### config.mk
export PLATFORM = sky130hd
export DESIGN_NAME = dma_chan_arbiter
export DESIGN_NICKNAME = d
export VERILOG_FILES = /design/src/rtl/dma_chan_arbiter.sv
export SDC_FILE = /design/constraint.sdc
export NUM_CORES = 1
export LEC_CHECK = 0
export BUFFER_PORTS_ARGS = -buffer_cell sky130_fd_sc_hd__buf_4
export CORE_MARGIN = 4
export CORE_UTILIZATION = 44
export CTS_BUF_LIST = sky130_fd_sc_hd__clkbuf_8 sky130_fd_sc_hd__clkbuf_16
export DETAILED_ROUTE_END_ITERATION = 8
export HOLD_SLACK_MARGIN = 0.03
export PLACE_DENSITY_LB_ADDON = 0.08
export SLEW_MARGIN = 30
export SYNTH_ARGS = -nofsm -noshare
export SYNTH_HDL_FRONTEND = slang
export SYNTH_SLANG_ARGS = --single-unit
### constraint.sdc
create_clock -name clk -period 2 [get_ports clk]
set_input_delay 0.3 -clock clk [delete_from_list [all_inputs] [get_ports clk]]
set_output_delay 0.3 -clock clk [all_outputs]
set_load 0.02 [all_outputs]
### src/rtl/dma_chan_arbiter.sv
module dma_chan_arbiter #(
  parameter int NCH = 4
) (
  input  logic             clk,
  input  logic             rst_n,
  input  logic             reg_we,
  input  logic [NCH+3:0]   reg_wdata,
  output logic [NCH+3:0]   reg_rdata,
  input  logic [NCH-1:0]   req,
  input  logic             done,
  output logic [NCH-1:0]   gnt,
  output logic             gnt_valid,
  output logic [NCH-1:0]   fifo_en
);
  localparam int IDXW = $clog2(NCH);
  localparam logic [IDXW-1:0] LAST_CH = IDXW'(NCH - 1);

  logic             en_q, rr_q, busy_q;
  logic [NCH-1:0]   fifo_q, win;
  logic [IDXW-1:0]  last_q, win_idx, idx;
  logic             found, clr;

  always_ff @(posedge clk or negedge rst_n)
    if (!rst_n) begin
      en_q   <= 1'b0;
      rr_q   <= 1'b0;
      fifo_q <= '0;
    end else if (reg_we) begin
      en_q   <= reg_wdata[0];
      rr_q   <= reg_wdata[1];
      fifo_q <= reg_wdata[3 +: NCH];
    end

  assign reg_rdata = {1'b0, fifo_q, 1'b0, rr_q, en_q};
  assign fifo_en   = fifo_q;
  assign clr       = !en_q || (reg_we && !reg_wdata[0]);

  always_comb begin
    win     = '0;
    win_idx = '0;
    found   = 1'b0;
    idx     = '0;
    for (int k = 0; k < NCH; k++) begin
      idx = rr_q ? IDXW'(last_q + IDXW'(k + 1)) : IDXW'(k);
      if (!found && req[idx]) begin
        found    = 1'b1;
        win[idx] = 1'b1;
        win_idx  = idx;
      end
    end
  end

  always_ff @(posedge clk or negedge rst_n)
    if (!rst_n) begin
      busy_q <= 1'b0;
      gnt    <= '0;
      last_q <= LAST_CH;
    end else if (clr) begin
      busy_q <= 1'b0;
      gnt    <= '0;
      last_q <= LAST_CH;
    end else begin
      if (!rr_q) last_q <= LAST_CH;
      if (busy_q) begin
        if (done) begin
          busy_q <= 1'b0;
          gnt    <= '0;
        end
      end else if (found) begin
        busy_q <= 1'b1;
        gnt    <= win;
        if (rr_q) last_q <= win_idx;
      end
    end

  assign gnt_valid = busy_q;

  assert_onehot_R8: assert property (@(posedge clk) disable iff (!rst_n)
    gnt_valid |-> $countones(gnt) == 1);

  assert_idle_zero_R8: assert property (@(posedge clk) disable iff (!rst_n)
    !gnt_valid |-> gnt == '0);

  assert_hold_R8: assert property (@(posedge clk) disable iff (!rst_n)
    (gnt_valid && !done && en_q && !(reg_we && !reg_wdata[0])) |=> (gnt_valid && $stable(gnt)));

  assert_off_R1: assert property (@(posedge clk) disable iff (!rst_n)
    !en_q |-> !gnt_valid);

  assert_requested_R9: assert property (@(posedge clk) disable iff (!rst_n)
    $rose(gnt_valid) |-> (gnt & $past(req)) != '0);

  assert_fixed_prio_R2: assert property (@(posedge clk) disable iff (!rst_n)
    ($rose(gnt_valid) && !rr_q && !$past(reg_we)) |-> ((gnt - 1'b1) & $past(req)) == '0);
endmodule

## Yosys cells after proc, flatten, opt, wreduce, memory -nomap -nowiden

Index checks and enable logic that the tools add are counted.

- Add/sub/neg operators: 3
- Multiply operators: 0
- Divide/modulo/power cells: 0
- Order comparisons: 8
- Eq/ne operators: 1
- Shift-type cells: 0
- Muxes and demuxes: 44
- Bitwise gates (word level): 3
- Reductions and logical operators: 16

Operator list:

| kind | count |
|---|---|
| $mux W4 | 8 |
| $mux W2 | 12 |
| $mux W1 | 16 |
| $lt A2 B3 Y1 const B | 4 |
| $or A4 B4 Y4 | 3 |
| $bmux W1 S2 | 4 |
| $demux W1 S2 | 4 |
| $ge A2 B1 Y1 const B | 4 |
| $logic_and A1 B1 Y1 | 8 |
| $logic_not A1 Y1 | 5 |
| $add A2 B2 Y2 const B | 2 |
| $ne A3 B2 Y1 const B | 1 |
| $reduce_bool A3 Y1 | 1 |
| $add A2 B1 Y2 const B | 1 |
| $reduce_and A2 Y1 | 1 |
| $logic_or A1 B1 Y1 | 1 |

- Register bits after elaboration: 13
- Bits in latches: 0
- Bits in writable memories: 0
- Bits in read-only memories: 0
- Input port bits: 16
- Output and inout port bits: 17
- Logic and storage cells: 81
- Memories kept: 0

## Longest topological paths before layout

Gate-level depths: netlist (run 1).

- Depth in word-level cells: 18
- Gate-level depth with buffers: 7

## Worst setup path after synthesis (run 1)

OpenSTA, ideal clock, no wires.

- Kind: register to register
- From: register last_q[1]
- To: register last_q[0]
- Library setup time: 0.072 ns
- Arrival: 2.000 ns
- Slack: -0.072 ns
- Stages on the path, launching flop included: 6
- Path buffers: 0
- Cells stage by stage: dfstp_2 nand2b_4 mux4_2 or4_1 and3_1 o21ai_1

- Longest elaborated chain between the ends: 18

RTL lines:

| element | RTL line | RTL |
|---|---|---|
| start, declared | 20 | `logic [IDXW-1:0] last_q, win_idx, idx;` |
| start signal, assigned | 72 | `if (rr_q) last_q <= win_idx;` |
| $add A2 B1 Y2 | 44 | `idx = rr_q ? IDXW'(last_q + IDXW'(k + 1)) : IDXW'(k);` |
| $mux W2 | 44 |  |
| $bmux W1 S2 | 45 | `if (!found && req[idx]) begin` |
| $mux W1 (not written as such) | 45 |  |
| $mux W1 | 45 |  |
| $logic_not A1 Y1 | 45 |  |
| $logic_and A1 B1 Y1 | 45 |  |
| $mux W1 | 45 |  |
| (+2 left out) | -- |  |
| $mux W1 | 45 |  |
| $logic_not A1 Y1 | 45 |  |
| $logic_and A1 B1 Y1 | 45 |  |
| $mux W2 | 45 |  |
| $mux W2 | 72 |  |
| $mux W2 (*) | 69 | `end else if (found) begin` |
| $mux W2 (*) | 64 | `if (busy_q) begin` |
| $mux W2 (*) | 58 | `end else if (clr) begin` |

Mark *: on every way between the ends. The rest lies on a longest branch, timed or not. The select of a mux whose other input is x is not followed.
A chain may end at the register's enable or synchronous reset.

## Worst setup path in the final report (run 1)

Same ends and word-level chain as after synthesis.

==> results of run 1 <==
-- state kept, by name (all words and copies together) (netlist names) --
signal	cells
fifo_en	4
gnt	4
last_q	2
en_q	1
gnt_valid	1
rr_q	1
-- cell usage after synthesis, types with 2 or more instances --
library cell | n | share of area (%)
dfrtp_1 | 11 | 28
nand2_1 | 9 | 3.5
buf_4 | 8 | 6.2
mux2_2 | 6 | 6.9
o22ai_1 | 5 | 3.2
inv_1 | 4 | 1.5
nor2_1 | 4 | 1.5
o21ai_0 | 3 | 1.5
o31ai_1 | 3 | 2.3
a21oi_1 | 2 | 1.0
and3_1 | 2 | 1.3
buf_6 | 2 | 2.3
dfstp_2 | 2 | 5.4
nor2b_1 | 2 | 1.3
nor3_1 | 2 | 1.0
-- cell usage in the layout, fill, tap and decap left out, types with 2 or more instances in the layout --
cell,synthesis,layout
buf_4,8,41
inv_1,4,4
o21ai_0,3,3
nor2_1,4,3
nand2_1,9,9
nor2b_1,2,2
conb_1,1,2
clkbuf_8,0,3
dfrtp_1,11,10
o22ai_1,5,4
nor3_2,1,2
a21oi_1,2,2
o31ai_2,0,3
mux2_2,6,6
dfstp_2,2,2
-- final timing paths --
kind | endpoint | slack [ps] | depth (start not counted)
max reg2reg | last_q[0] | 20 | 5
max in group asynchronous | last_q[0] | 1330 | 2
min in group asynchronous | fifo_en[1] | 440 | 2
min | gnt_valid | 260 | 2
min reg2reg | fifo_en[1] | 540 | 1
max | last_q[0] | 20 | 5
-- logic make-up (layout without fill, tap and decap cells) --
logic type             Yosys count  count (layout)  share of synthesized area, %
flip-flops                      13              13                          33.7
multiplexers                     9               9                          11.4
AO/OA/AOI/OAI                   31              31                          23.7
buffers and inverters           17              51                          12.0
other                            1               2                         0.385
AND/OR/NAND/NOR                 31              31                          18.9
-- power groups by stage --
stage	Combinational [mW]	Sequential, mW	Clock [mW]
after global routing	0.436	0.331	0.252
final	0.406	0.327	0.232
after global placement	0.337	0.327	0
after floorplan	0.209	0.341	0
after CTS	0.348	0.325	0.234
after detailed placement	0.341	0.329	0
-- per-stage QoR --
step / hold WS, ps / worst slack, ps / utilization, % / TNS, ps / cells
5_1_grt: 269 / -44.1 / 68.8 / -83.6 / 164
6_report: 256 / 17.1 / 68.8 / 0 / 164
3_3_place_gp: 152 / -23.8 / 59.8 / -23.8 / 157
4_1_cts: 251 / 0.453 / 63.1 / 0 / 162
3_5_place_dp: 152 / -48.6 / 59.8 / -48.6 / 157
2_1_floorplan: 4.41 / -55.4 / - / -55.4 / 103
-- final cells by class --
class                   instances  share of cell area [%]
multi-input cells              73                    45.9
flip-flops and latches         13                    23.7
repair buffers                 43                    23.7
clock buffers                   3                    2.97
well taps                      27                    2.43
inverters                       4                    1.08
clock inverters                 1                   0.360
-- layer usage --
metal / track usage, % / wire [um]
met5: 0 / 0
met1: 20.5 / 1050
met3: 2.68 / 186
met2: 28.9 / 1350
met4: 8.91 / 19
-- timing repair --
item,4_1_cts,5_1_grt
endpoints found under the hold margin,11,0
gates resized for setup,2,18
buffers inserted,0,2
hold buffers,1,0
endpoints found under the setup margin,1,5
pin swaps,1,7
==> results.md, run 1 <==
* Status: complete, no violations
* Detail Route Antenna Nets at 0
* VDD IR-drop max at 386 uV
* Reg area at 329 um2
* Avg Cell Area, Syn at 9.54 um2
* Num CTS Buffers at 3
* Row cnt at 16
* P&R area growth vs syn at 42.9%
* Die height at 55.0 um
* Max-slew violation count at 0
* Asr flop ratio synth at 100%
* Area of the multi-input gates at 638 um2
* Grt ovf at 0
* Synth Warn # at 0
* HPWL after detailed placement at 1.81 mm
* Initial antenna violation count at 0
* Slowest-stage cell, CP: dfstp_2
* Sequential share of the synthesized area at 33.7%
* Pint at 0.630 mW
* Largest net degree at the start of global routing at 14
* Root buf cell: clkbuf_8
* Gate Count Post-Synth at 102
* Diodes inserted at 0
* H-tree lvl count at 1
* Worst Setup Start Kind: flip-flop
* Slowest cell delay on critical path at 540 ps
* Crit-path max FO at 2
* Worst min path class: in2reg
* Post-synth EDFFs at 0
* CTS tree: done
* Via density at 5.61
* Drt pass-1 iters at 4
* Critical path class: reg2reg
* Final period utilization at 99.1%
* WP data arrival at 2150 ps
* Layout cells sized above 1 at 56.2%
* CP bufs+invs at 0
* Top FF cell, synth: dfrtp_1
* Area of the mapped netlist at 973 um2
* Area after DPL at 1210 um2
* GRT Total Usage at 17.0%
* Initial core utilization at 48.1%
* Seq pwr share at 33.9%
* Fillers at 151
* Clock Latency Late Sink at 240 ps
* Crit. End Element: flip-flop
* NumNets Final at 154
* DRC violations left at 0
* DR WL/cell at 15.9 um
* Final Hold Viols at 0
* Sw Share at 34.7%
* Clock skew at 5.16 ps
* Design Area, Final at 1390 um2
* Vias in the first global route at 841
* Pwr dens at 693 nW/um2
* Overall power at 0.965 mW
* Drt total wl at 2.61 mm
* Yosys reg bits at 13
* Final setup fails at 0
* Critical Path Start: last_q[1]
* Max clock buf depth at 2
* CP top delay family: simple AND/OR/NAND/NOR gates
* Core area at 2020 um2
* Clock transition at the registers of the reported paths at 60 ps
* P_leak at 0.633 nW
* WP data required at 2170 ps
* Switching Power at 0.335 mW
* Crit path time final at 1980 ps
* Final GP Congestion at 0.850
* Port bufs at 28
* Chip width at 55.0 um
* IO Count at 33
* Synth cell types at 52
* Combinational fraction of design power at 42.1%
* First-pass GRT wire length at 3.66 mm
* Starting DRT DRC Count at 14
* Crit path cell chain: nand2b_4, mux4_2, or4_4, a21oi_1, o21ai_2
* Peak Freq at 504 MHz
* Num Clock Sinks at 13
* Max-cap viol count at 0
* R2R Path Start: last_q[1]
* Share of power burned in the clock network at 24.0%
* Min-delay src: done
* Routed vias at 920
* Die area at 3030 um2
(Power assumes the default switching activity.)
==> run 2: changes to the inputs <==
- CORE_UTILIZATION: 44 -> 46
- CTS_BUF_LIST: sky130_fd_sc_hd__clkbuf_8 sky130_fd_sc_hd__clkbuf_16 -> sky130_fd_sc_hd__clkbuf_2
- SETUP_SLACK_MARGIN: default -> 0.2
==> run 2 against run 1 <==
  * Via count is 0.54% higher
  * Final area is 8.2% lower
  * Largest cell class unchanged
  * Final cell count is 3.7% lower
  * Critical endpoint unchanged
  * Clock power is 43% lower
  * Die area is 3.7% lower
  * Worst setup slack better by 17 ps
  * Global-route usage is 0.59 points higher
  * Critical path depth stayed put
  * Clock skew is 5.0 ps higher
  * Wire length is 8.9% lower
  * Clock-buffer cell count is 1 higher
  * Flip-flop and latch count stayed put
==> results.md, run 2 (synthesized netlist as in run 1, its figures left out) <==
* Peak Freq at 509 MHz (+0.86%)
* Fillers at 160 (+6.0%)
* First-pass GRT wire length at 3.72 mm (+1.7%)
* Slowest-stage cell, CP: dfstp_2
* Initial antenna violation count at 0 (unchanged)
* Crit path time final at 1970 ps (-16.8 ps)
* Overall power at 0.817 mW (-15%)
* Clock skew at 10.2 ps (+5.04 ps)
* Placed insts at 152 (-3.2%)
* Hold WS at 212 ps (-43.4 ps)
* Initial core utilization at 49.1% (+0.97 points)
* Area after DPL at 1170 um2 (-3.1%)
* Pre-CTS worst setup slack at -57.7 ps (-9.15 ps)
* Crit-path max FO at 2 (unchanged)
* Worst min path class: in2reg
* Commonest non-fill, non-tap cell in the layout: buf_4
* Die area at 2920 um2 (-3.7%)
* GRT Total Usage at 17.6% (+0.59 points)
* Core area at 1980 um2 (-2.0%)
* Final Hold Viols at 0 (unchanged)
* Grt ovf at 0 (unchanged)
* Die height at 54 um (-1.9%)
* Slowest cell delay on critical path at 550 ps (about the same)
* Clock transition at the registers of the reported paths at 120 ps (+60 ps)
* P_leak at 0.595 nW (-6.0%)
* CTS tree: done
* Critical path class: reg2reg
* Max-slew violation count at 0 (unchanged)
* Num Clock Sinks at 13 (unchanged)
* IO Count at 33 (unchanged)
* Max clock buf depth at 2 (unchanged)
* WP data arrival at 2160 ps (about the same)
* Vias in the first global route at 860 (+2.3%)
* Final setup fails at 0 (unchanged)
* Root buf cell: clkbuf_2
* Crit path cell chain: nand2b_4, mux4_2, or4_4, and3_4, o21ai_2
* Crit. End Element: flip-flop
* Final period utilization at 98.3% (-0.84 points)
* Status: complete, no violations
* Clock Latency Late Sink at 260 ps (+20 ps)
* DRC violations left at 0 (unchanged)
* Design Area, Final at 1280 um2 (-8.2%)
* Max-cap viol count at 0 (unchanged)
* WP data required at 2200 ps (+30 ps)
* Drt pass-1 iters at 4 (unchanged)
* Post-layout worst setup margin at 34.0 ps (+16.8 ps)
* Via density at 5.85 (+4.4%)
* Detail Route Antenna Nets at 0 (unchanged)
* H-tree lvl count at 1 (unchanged)
* Final core utilization at 64.5% (-4.4 points)
* Chip width at 54 um (-1.9%)
* Starting DRT DRC Count at 20 (+6)
* RSZ-0062 raised after global routing: true
* Final GP Congestion at 0.917 (+7.9%)
* Most frequent cells in the layout: 36 x buf_4, 10 x dfrtp_1, 9 x nand2_1
* Setup TNS at 0 ps (unchanged)
* HPWL after detailed placement at 1.81 mm (+0.35%)
* Largest net degree at the start of global routing at 14 (unchanged)
* Diodes inserted at 0 (unchanged)
* Num CTS Buffers at 3 (unchanged)
* Row cnt at 16 (unchanged)
* DR WL/cell at 15.0 um (-5.4%)
* VDD IR-drop max at 365 uV (-5.3%)
* Non-filler cells in the finished layout at 158 (-3.7%)
* Drt total wl at 2.38 mm (-8.9%)
* Worst Setup Start Kind: flip-flop
* Pwr dens at 640 nW/um2 (-7.8%)
* P&R area growth vs syn at 31.2%
* Port bufs at 28 (unchanged)
* Layout cells sized above 1 at 54.2% (-2.0 points)
* Routed vias at 925 (+0.54%)
* NumNets Final at 148 (-3.9%)
[run 2: cell count changes in the layout (fill, tap and decap cells not counted), sizes merged]
cell	delta
buf	-6
clkinv	-1
clkbuf	+1
[run 2: layout make-up]
class | instances | area (um2) | share of cell area (%)
multi-input cells | 73 | 599 | 46.9
flip-flops and latches | 13 | 329 | 25.8
repair buffers | 37 | 280 | 21.9
well taps | 27 | 33.8 | 2.64
clock buffers | 4 | 20.0 | 1.57
inverters | 4 | 15.0 | 1.18
[run 2: layer usage]
metal	global-route usage, %	routed length [um]	vias up
met5	0	0	-
met3	5.54	202	8
li1	-	-	428
met2	30.8	1180	47
met1	20.7	955	442
met4	4.15	37	0
[run 2: worst max-delay path, delay by kind of cell (launching register included)]
family / cells / cell delay, ps
AOI/OAI and AO/OA: 1 / 100
DFF: 1 / 550
muxes: 1 / 530
and+or+nand+nor: 3 / 730
[run 2: worst paths after layout]
check,start,end,slack (ps),cells past startpoint
worst min-delay path,done,gnt_valid,210,2
max in group asynchronous,rst_n,last_q[0],1360,2
worst min register to register,fifo_en[3],fifo_en[3],550,1
worst max-delay path,last_q[1],last_q[0],30,5
min in group asynchronous,rst_n,gnt_valid,400,2
worst max register to register,last_q[1],last_q[0],30,5
[run 2: power breakdown]
part	total, mW	switching [mW]	internal [mW]
clock	0.133	0.0796	0.0531
sequential	0.321	0.0277	0.293
combinational	0.364	0.191	0.172
total	0.817	0.299	0.518
[run 2: repair_timing]
action,in CTS,in global routing
setup endpoints to repair,6,6
pin swaps,6,5
hold buffers,1,0
hold endpoints to repair,11,0
resized for setup,8,7
buffers inserted,1,0
==> run 3: changes to the inputs <==
- RECOVER_POWER: default -> 25
==> run 3 against run 2 <==
  * Largest power group unchanged
  * Global-route usage unchanged
  * Sequential share of layout area increased by 0.076 points
  * First-iteration DRC count unchanged
  * Critical path type unchanged
==> results.md, run 3 (synthesized netlist as in run 1, its figures left out) <==
* R2R Path Start: last_q[1]
* Chip width at 54 um (unchanged)
* Slowest-stage cell, CP: dfstp_2
* Grt ovf at 0 (unchanged)
* Drt pass-1 iters at 4 (unchanged)
* Routed vias at 918 (-0.76%)
* Vias in the first global route at 860 (unchanged)
* Clock skew at 8.76 ps (-1.45 ps)
* WP data arrival at 2160 ps (about the same)
* Max clock buf depth at 2 (unchanged)
* NumNets Final at 148 (unchanged)
* Starting DRT DRC Count at 20 (unchanged)
* Clock transition at the registers of the reported paths at 120 ps (about the same)
* Initial core utilization at 49.1% (unchanged)
* WP data required at 2200 ps (about the same)
* DRC violations left at 0 (unchanged)
* Final Hold Viols at 0 (unchanged)
* Post-layout worst setup margin at 32.9 ps (-1.07 ps)
* Placed insts at 152 (unchanged)
* Pre-CTS worst setup slack at -57.7 ps (unchanged)
* RSZ-0062 raised after global routing: true
* Fillers at 162 (+1.3%)
* Final setup fails at 0 (unchanged)
* Final period utilization at 98.4% (about the same)
* Max-slew violation count at 0 (unchanged)
* P&R area growth vs syn at 30.8%
* Crit-path max FO at 2 (unchanged)
* Initial antenna violation count at 0 (unchanged)
* Min-delay src: done
* Largest net degree at the start of global routing at 14 (unchanged)
* Max-cap viol count at 0 (unchanged)
* Worst slew pin tran at 680 ps
* Critical path class: reg2reg
* FF-to-FF setup slack at 30 ps (about the same)
* HPWL after detailed placement at 1.81 mm (unchanged)
* Worst min path class: in2reg
* Non-filler cells in the finished layout at 158 (unchanged)
* DR WL/cell at 15.0 um (about the same)
* Die area at 2920 um2 (unchanged)
* Worst reg2reg path endpoint: last_q[0]
* Crit. End Element: flip-flop
* Worst Hold End: gnt_valid
* Core area at 1980 um2 (unchanged)
* Diodes inserted at 0 (unchanged)
* Row cnt at 16 (unchanged)
* P_leak at 0.592 nW (-0.61%)
* Final GP Congestion at 0.917 (unchanged)
* Overall power at 0.815 mW (-0.21%)
* CTS tree: done
* Setup TNS at 0 ps (unchanged)
* VDD IR-drop max at 363 uV (-0.49%)
* Worst reg2reg path depth at 5 (unchanged)
* Clock Latency Late Sink at 260 ps (about the same)
* Crit path cell chain: nand2b_4, mux4_2, or4_4, and3_4, o21ai_2
* Most frequent cells in the layout: 35 x buf_4, 10 x dfrtp_1, 9 x nand2_1
* Commonest non-fill, non-tap cell in the layout: buf_4
* Status: complete, no violations
* IO Count at 33 (unchanged)
* Drt total wl at 2.37 mm (about the same)
* H-tree lvl count at 1 (unchanged)
* Hold depth at 2 (unchanged)
* Peak Freq at 508 MHz (about the same)
* Via density at 5.81 (-0.76%)
* Root buf cell: clkbuf_2
* Die height at 54 um (unchanged)
* Worst Setup Start Kind: flip-flop
* Port bufs at 28 (unchanged)
* Layout cells sized above 1 at 53.4% (-0.76 points)
* Detail Route Antenna Nets at 0 (unchanged)
* GRT Total Usage at 17.6% (unchanged)
* Slew HR at 54.7%
* Crit path time final at 1970 ps (+1.07 ps)
* Num Clock Sinks at 13 (unchanged)
* Pwr dens at 640 nW/um2 (about the same)
* First-pass GRT wire length at 3.72 mm (unchanged)
* Num CTS Buffers at 3 (unchanged)
* Slowest cell delay on critical path at 550 ps (about the same)
-- run 3: power breakdown --
| group | total (mW) | switching [mW] | leakage, nW | internal [mW] |
|---|---|---|---|---|
| Combinational | 0.362 | 0.191 | 0.417 | 0.171 |
| Sequential | 0.321 | 0.0278 | 0.158 | 0.293 |
| Clock | 0.132 | 0.0790 | 0.0166 | 0.0531 |
-- run 3: layer usage --
layer | wire [um] | share of wire (%) | GRT usage, %
met1 | 950 | 40 | 20.7
met3 | 197 | 8.3 | 5.54
met5 | 0 | 0 | 0
met4 | 29 | 1.2 | 4.15
met2 | 1200 | 50 | 30.8
-- run 3: worst max-delay path, delay by kind of cell (launching register included) --
| family | cells | cell delay, ps |
|---|---|---|
| muxes | 1 | 530 |
| and+or+nand+nor | 3 | 730 |
| AOI/OAI and AO/OA | 1 | 100 |
| DFF | 1 | 550 |
-- run 3: layout make-up --
type                            instances  area (um2)  share of cell area [%]
Tap cell                               27        33.8                    2.65
Timing Repair Buffer                   37         277                    21.7
Sequential cell                        13         329                    25.8
Inverter                                4        15.0                    1.18
Clock buffer                            4        20.0                    1.57
Multi-Input combinational cell         73         599                    47.1
-- run 3: repair_timing --
item | 4_1_cts | 5_1_grt
endpoints found under the hold margin | 11 | 0
resized for setup | 8 | 7
pin swaps | 6 | 5
cloned | 0 | 0
setup endpoints to repair | 6 | 6
hold buffers | 1 | 0
buffers inserted | 1 | 0
-- run 3: worst max path at each step --
stage                endpoint  slack, ps  cells past startpoint  startpoint
finish              last_q[0]         30                      5   last_q[1]
global placement    last_q[0]        -30                      5   last_q[1]
global route           gnt[3]        -40                      5   last_q[1]
detailed placement  last_q[0]        -60                      5   last_q[1]
CTS                 last_q[0]         30                      5   last_q[1]
floorplan           last_q[0]        -60                      5   last_q[1]
-- run 3: through the flow --
step           hold WS, ps  cell area (um2)  utilization, %
2_1_floorplan         4.41              977               -
3_3_place_gp           151             1170            59.2
3_5_place_dp           153             1170            59.2
4_1_cts                204             1240            62.8
5_1_grt                196             1270            64.3
6_report               214             1270            64.3
